--- config.mk ---
export PLATFORM = sky130hd
export DESIGN_NAME = sysreg_gate
export DESIGN_NICKNAME = d
export VERILOG_FILES = /design/src/rtl/sysreg_gate.sv
export SDC_FILE = /design/constraint.sdc
export NUM_CORES = 1
export LEC_CHECK = 0
export CAP_MARGIN = 20
export CORE_UTILIZATION = 23
export DETAILED_ROUTE_END_ITERATION = 6
export PLACE_DENSITY = 0.84
export REMOVE_ABC_BUFFERS = 1
export SYNTH_ARGS = -nofsm -noshare
export SYNTH_HDL_FRONTEND = slang
export SYNTH_SLANG_ARGS = --single-unit
--- constraint.sdc ---
create_clock -name vclk -period 1.9
set_input_delay 0.38 -clock vclk [all_inputs]
set_output_delay 0.38 -clock vclk [all_outputs]
set_load 0.005 [all_outputs]
--- src/rtl/sysreg_gate.sv ---
module sysreg_gate #(
  parameter logic [1:0] ENC_OP0 = 2'b11,
  parameter logic [2:0] ENC_OP1 = 3'b100,
  parameter logic [3:0] ENC_CRN = 4'b1010,
  parameter logic [3:0] ENC_CRM = 4'b0110,
  parameter logic [2:0] ENC_OP2 = 3'b001,
  parameter int IDX_W = 3,
  parameter int OFS_W = 12,
  parameter int EC_W  = 6,
  parameter logic [OFS_W-1:0] SAVE_OFS = 12'h948,
  parameter logic [EC_W-1:0]  TRAP_CLASS = 6'h18
) (
  input  logic [1:0]       op0,
  input  logic [2:0]       op1,
  input  logic [3:0]       crn,
  input  logic [3:0]       crm,
  input  logic [2:0]       op2,
  input  logic             is_write,
  input  logic [1:0]       cur_el,
  input  logic             feat_present,
  input  logic             hcr_cap,
  input  logic [IDX_W-1:0] map_top_idx,
  input  logic [2:0]       nv_ctl,
  input  logic             el3_present,
  input  logic             trap_lower,
  input  logic             sdd_undef,
  input  logic             sdd_undef_pri,
  output logic [2:0]       action,
  output logic [EC_W-1:0]  trap_ec,
  output logic [OFS_W-1:0] mem_ofs,
  output logic             mem_store
);
  localparam logic [2:0] A_NONE  = 3'd0;
  localparam logic [2:0] A_UNDEF = 3'd1;
  localparam logic [2:0] A_TRAP2 = 3'd2;
  localparam logic [2:0] A_TRAP3 = 3'd3;
  localparam logic [2:0] A_REDIR = 3'd4;
  localparam logic [2:0] A_DIRECT = 3'd5;

  wire hit      = (op0 == ENC_OP0) && (op1 == ENC_OP1) && (crn == ENC_CRN)
               && (crm == ENC_CRM) && (op2 == ENC_OP2);
  wire capable  = feat_present && hcr_cap && (map_top_idx != '0);
  wire top_trap = el3_present && trap_lower;
  wire nv_redir = nv_ctl[2] && nv_ctl[0];
  wire [2:0] top_route = sdd_undef ? A_UNDEF : A_TRAP3;

  always_comb begin
    if (!hit)          action = A_NONE;
    else if (!capable) action = A_UNDEF;
    else begin
      unique case (cur_el)
        2'd0: action = A_UNDEF;
        2'd1: begin
          if (nv_redir)       action = A_REDIR;
          else if (nv_ctl[0]) action = top_trap ? top_route : A_TRAP2;
          else                action = A_UNDEF;
        end
        2'd2: begin
          if (top_trap && sdd_undef_pri) action = A_UNDEF;
          else if (top_trap)             action = top_route;
          else                           action = A_DIRECT;
        end
        default: action = A_DIRECT;
      endcase
    end
  end

  assign trap_ec   = (action == A_TRAP2 || action == A_TRAP3) ? TRAP_CLASS : '0;
  assign mem_ofs   = (action == A_REDIR) ? SAVE_OFS : '0;
  assign mem_store = (action == A_REDIR) && is_write;
endmodule

==> impl_metrics.json, run 1 <==
{
  "status": "finished clean",
  "critPathKind": "in -> out",
  "syn_to_final_growth_pct": 128,
  "nNetsFinal": 120,
  "core_area_um2": 1320,
  "ir_worst_vdd_uv": 65.9,
  "fin_crit_ns": 1.90,
  "overflow": 0,
  "post-route-cell-area_um2": 743,
  "hold_violations": 0,
  "startpoint_type": "primary input",
  "vias": 447,
  "wl_per_cell_um": 10.7,
  "antenna_found_initial": 0,
  "ys_seq_area_share_pct": 0,
  "max_freq_mhz": 527,
  "nClkBuffers": 0,
  "avgViaCountPerCell": 4.38,
  "drv_cap": 0,
  "syn-cell-area_um2": 327,
  "die_area_um2": 1570,
  "die_w_um": 39.7,
  "layout-drive-gt1-share_pct": 67.8,
  "startpoint": "nv_ctl[2]",
  "postSynthCellCount": 40,
  "final_cell_mix": "buf_6, buf_2, conb_1, buf_4, clkbuf_2",
  "p_leak_nw": 0.385,
  "routed_wl_um": 1090,
  "ant_nets": 0,
  "fin_crit_sh_pct": 99.8,
  "hold_path.class": "in -> out",
  "rows": 13,
  "route.detailed.drc": 0,
  "flops_and_latches": 0,
  "grt_use_total_pct": 15.5,
  "gp_congestion": 0.629,
  "dieHeight_um": 39.7,
  "grt_max_degree": 4,
  "path_max_fanout": 3,
  "p_per_area_nw_per_um2": 130,
  "slew_violations": 0,
  "setup_violations": 0,
  "grt_pass1_vias": 466,
  "grt_setup_unrepaired": "true",
  "syn_avg_cell_area_um2": 8.16,
  "regArea_um2": 0,
  "cp.required_ns": 1.52,
  "hpwl_um": 815,
  "ys_types": 18,
  "ios": 53,
  "hp-start": "hcr_cap",
  "drt-initial-drc-count": 9,
  "io_buffers": 40,
  "cp.arrival_ns": 1.52,
  "cp-end-kind": "primary output",
  "ys.warnings.count": 0,
  "dp.cells": 98,
  "placed_area_um2": 727,
  "start_util_pct": 24.8,
  "grt_pass1_wl_um": 1750,
  "drtPass1Iterations": 2,
  "stdcell_count": 102,
  "antenna_cells": 0
}
## logic make-up (layout without fill, tap and decap cells)
kind of cell / Yosys count / in the layout / synth area share (%)
buffers and inverters: 17 / 53 / 37.9
and+or+nand+nor: 18 / 18 / 47.9
other: 1 / 12 / 1.15
AOI/OAI and AO/OA: 4 / 4 / 13.0
## worst max-delay path, stage by stage
cell             delay [ns]
clkdlybuf4s15_2        0.19
buf_6                  0.10
a31oi_4                0.09
nor4_4                 0.32
and3_4                 0.24
buf_6                  0.11
buf_6                  0.09
## layout make-up
type | count | area (um^2)
tap | 15 | 18.8
inverter | 1 | 3.75
fill | 136 | 574
timing repair buffer | 52 | 423
multi-input combinational | 34 | 298
## cell usage after synthesis (all sizes together)
| master | number | area share (%) |
|---|---|---|
| nor3 | 4 | 6.1 |
| conb | 1 | 1.1 |
| and4 | 1 | 2.7 |
| nor4b | 1 | 2.7 |
| a31oi | 1 | 1.9 |
| and4bb | 4 | 15 |
| nand2 | 2 | 2.3 |
| and3 | 1 | 1.9 |
| buf | 16 | 37 |
| nand4 | 1 | 6.5 |
| o311ai | 1 | 8.0 |
| a21oi | 1 | 1.5 |
| nor2 | 2 | 2.3 |
| nor4 | 1 | 6.5 |
| nand3 | 1 | 1.5 |
| o21ai | 1 | 1.5 |
| inv | 1 | 1.1 |
## final timing paths
kind | end | slack, ns | cells past startpoint
worst max-delay path | mem_ofs[6] | 0.004 | 7
worst min-delay path | action[1] | 1.30 | 5
## repair_timing
action                                  CTS  global route
gates cloned                              0             0
hold buffers                              0             0
gates resized for setup                 127            15
setup buffers                             4             1
pin swaps                                13             4
endpoints found under the setup margin   10            10
## per-layer routing
metal,global-route usage (%),part of all wire [%],vias to the layer above
li1,-,-,214
met1,15.6,35,203
met2,32.4,56,30
met3,2.84,9.4,0
met4,1.72,0,0
met5,0,0,-
## metrics by stage
| stage | worst slack (ns) | power [W] | utilization (%) | TNS, ns | hold slack [ns] |
|---|---|---|---|---|---|
| 2_1_floorplan | 0.0891 | 0.0000215 | - | 0 | 0.878 |
| 3_3_place_gp | -0.746 | 0.0000965 | 55.2 | -6.62 | 1.73 |
| 3_5_place_dp | -0.807 | 0.0000984 | 55.2 | -6.95 | 1.73 |
| 4_1_cts | 0.000583 | 0.0000926 | 56.7 | 0 | 1.33 |
| 5_1_grt | -0.0806 | 0.000107 | 56.4 | -0.295 | 1.33 |
| 6_report | 0.00361 | 0.0000968 | 56.4 | 0 | 1.30 |
## power by group
| part | internal [W] | total (W) | leakage [nW] | switching [W] |
|---|---|---|---|---|
| clock network | 0 | 0 | 0 | 0 |
| logic | 0.0000592 | 0.0000968 | 0.385 | 0.0000376 |
| registers | 0 | 0 | 0 | 0 |
No activity file was read; power rests on OpenSTA's default activity.
==> run 2, diff against run 1 <==
CORE_MARGIN = 10   (was not set)
==> run 2 against run 1 <==
- fmax fell by 2.0%
- the flow now finishes with violations (setup timing)
- cell count fell by 2.0%
- core utilization fell by 1.1 points
- die area rose by 110%
==> impl_metrics.json, run 2 (same netlist as run 1, synthesis figures left out) <==
{
  "route.detailed.drc": 0,
  "critical-path-max-stage-delay_ns": 0.32,
  "violations": "setup timing",
  "final.setup.tns_ns": -0.104,
  "start_util_pct": 24.8,
  "vias": 452,
  "rows": 13,
  "path_depth": 7,
  "cp_top_family": "simple AND/OR/NAND/NOR gates",
  "layout-drive-gt1-share_pct": 63.5,
  "critPathSlowestCell": "and4bb_2",
  "crit_end": "mem_ofs[3]",
  "grt_setup_unrepaired": "true",
  "slew_violations": 0,
  "regArea_um2": 0,
  "cp_common_cell": "buf_6",
  "fin_crit_ns": 1.94,
  "ir_worst_vdd_uv": 61.5,
  "hold_violations": 0,
  "flops_and_latches": 0,
  "nClkBuffers": 0,
  "dieHeight_um": 57.7,
  "p_leak_nw": 0.361,
  "nNetsFinal": 118,
  "grt_max_degree": 5,
  "drt-initial-drc-count": 0,
  "io_buffers": 40,
  "cp.required_ns": 1.52,
  "core_area_um2": 1320,
  "n_fill_cell": 149,
  "path_max_fanout": 3,
  "ant_nets": 0,
  "fin_crit_sh_pct": 102,
  "final_common_cell": "conb_1",
  "setup_violations": 3,
  "drv_cap": 0,
  "multi_input_area_um2": 302,
  "startpoint_type": "primary input",
  "syn_to_final_growth_pct": 123,
  "critical_path.n_buffers_inverters": 3,
  "grt_pass1_vias": 543,
  "gp_congestion": 0.617,
  "hold_path.class": "in -> out",
  "max_freq_mhz": 517,
  "antenna_found_initial": 0,
  "grt_pass1_wl_um": 2620,
  "pre_cts_slack_ns": -0.820,
  "antenna_cells": 0,
  "critPathKind": "in -> out",
  "die_w_um": 57.7,
  "cp.arrival_ns": 1.56,
  "startpoint": "crm[0]",
  "p_per_area_nw_per_um2": 135,
  "setup_slack_ns": -0.0353,
  "die_area_um2": 3330,
  "overflow": 0,
  "wl_per_cell_um": 16.4,
  "hpwl_um": 1340,
  "avgViaCountPerCell": 4.52,
  "crit_chain": "buf_6 > and4bb_2 > nand4_4 > nor4_4 > and3_4 > buf_6 > buf_6",
  "ios": 53,
  "grt_use_total_pct": 9.20,
  "routed_wl_um": 1640,
  "final_cell_mix": "conb_1, buf_2, buf_6, clkbuf_2, buf_4",
  "postCtsHoldBufs": 0,
  "drtPass1Iterations": 1,
  "cp-end-kind": "primary output",
  "status": "finished, violations left"
}
[run 2: layout make-up]
class	count	share of cell area (%)
inverter	1	0.515
multi-input combinational	34	41.4
tap	15	2.58
timing repair buffer	50	55.5
[run 2: worst min-delay path by stage]
stage / start / end / slack, ns / cells after the start
2_1_floorplan: hcr_cap / action[2] / 0.88 / 2
3_3_place_gp: is_write / mem_store / 1.75 / 3
3_5_place_dp: is_write / mem_store / 1.75 / 3
4_1_cts: hcr_cap / mem_store / 1.36 / 5
5_1_grt: el3_present / trap_ec[4] / 1.29 / 5
6_report: el3_present / trap_ec[4] / 1.24 / 5
[run 2: through the flow]
| step | cell area [um^2] | utilization, % | instances | total power (W) | hold WS, ns |
|---|---|---|---|---|---|
| global placement | 719 | 54.6 | 97 | 0.0000972 | 1.75 |
| CTS | 748 | 56.8 | 99 | 0.0000949 | 1.36 |
| finish | 728 | 55.3 | 100 | 0.0000985 | 1.24 |
| floorplan | 248 | - | 35 | 0.0000215 | 0.878 |
| global route | 728 | 55.3 | 100 | 0.000108 | 1.29 |
| detailed placement | 719 | 54.6 | 97 | 0.0000998 | 1.75 |
[run 2: report_power, final]
group / internal, W / switching [W]
Combinational: 0.0000585 / 0.0000401
Clock: 0 / 0
Sequential: 0 / 0
Total: 0.0000585 / 0.0000401
[run 2: tightest hold or removal path: stages]
cell	delay, ns
clkbuf_2	0.10
nand3_1	0.10
o21ai_2	0.12
nor3_2	0.06
clkbuf_2	0.10
[run 2: layer usage]
layer	vias to the layer above	track usage (%)	wire [um]
li1	209	-	-
met1	207	9.38	547
met2	36	15.8	798
met3	0	6.75	295
met4	0	0	0
met5	-	0	0
[run 2: what timing repair did]
| action | in CTS | in global routing |
|---|---|---|
| endpoints found under the setup margin | 10 | 10 |
| resized for setup | 116 | 15 |
| buffers inserted | 3 | 1 |
| pin swaps | 12 | 3 |
==> run 3, diff against run 2 <==
ABC_CLOCK_PERIOD_IN_PS = 1900   (was not set)
CAP_MARGIN = not set   (was 20)
==> results of run 3 <==
Same layout as run 2: the final DEF is identical, and so are final timing and power.
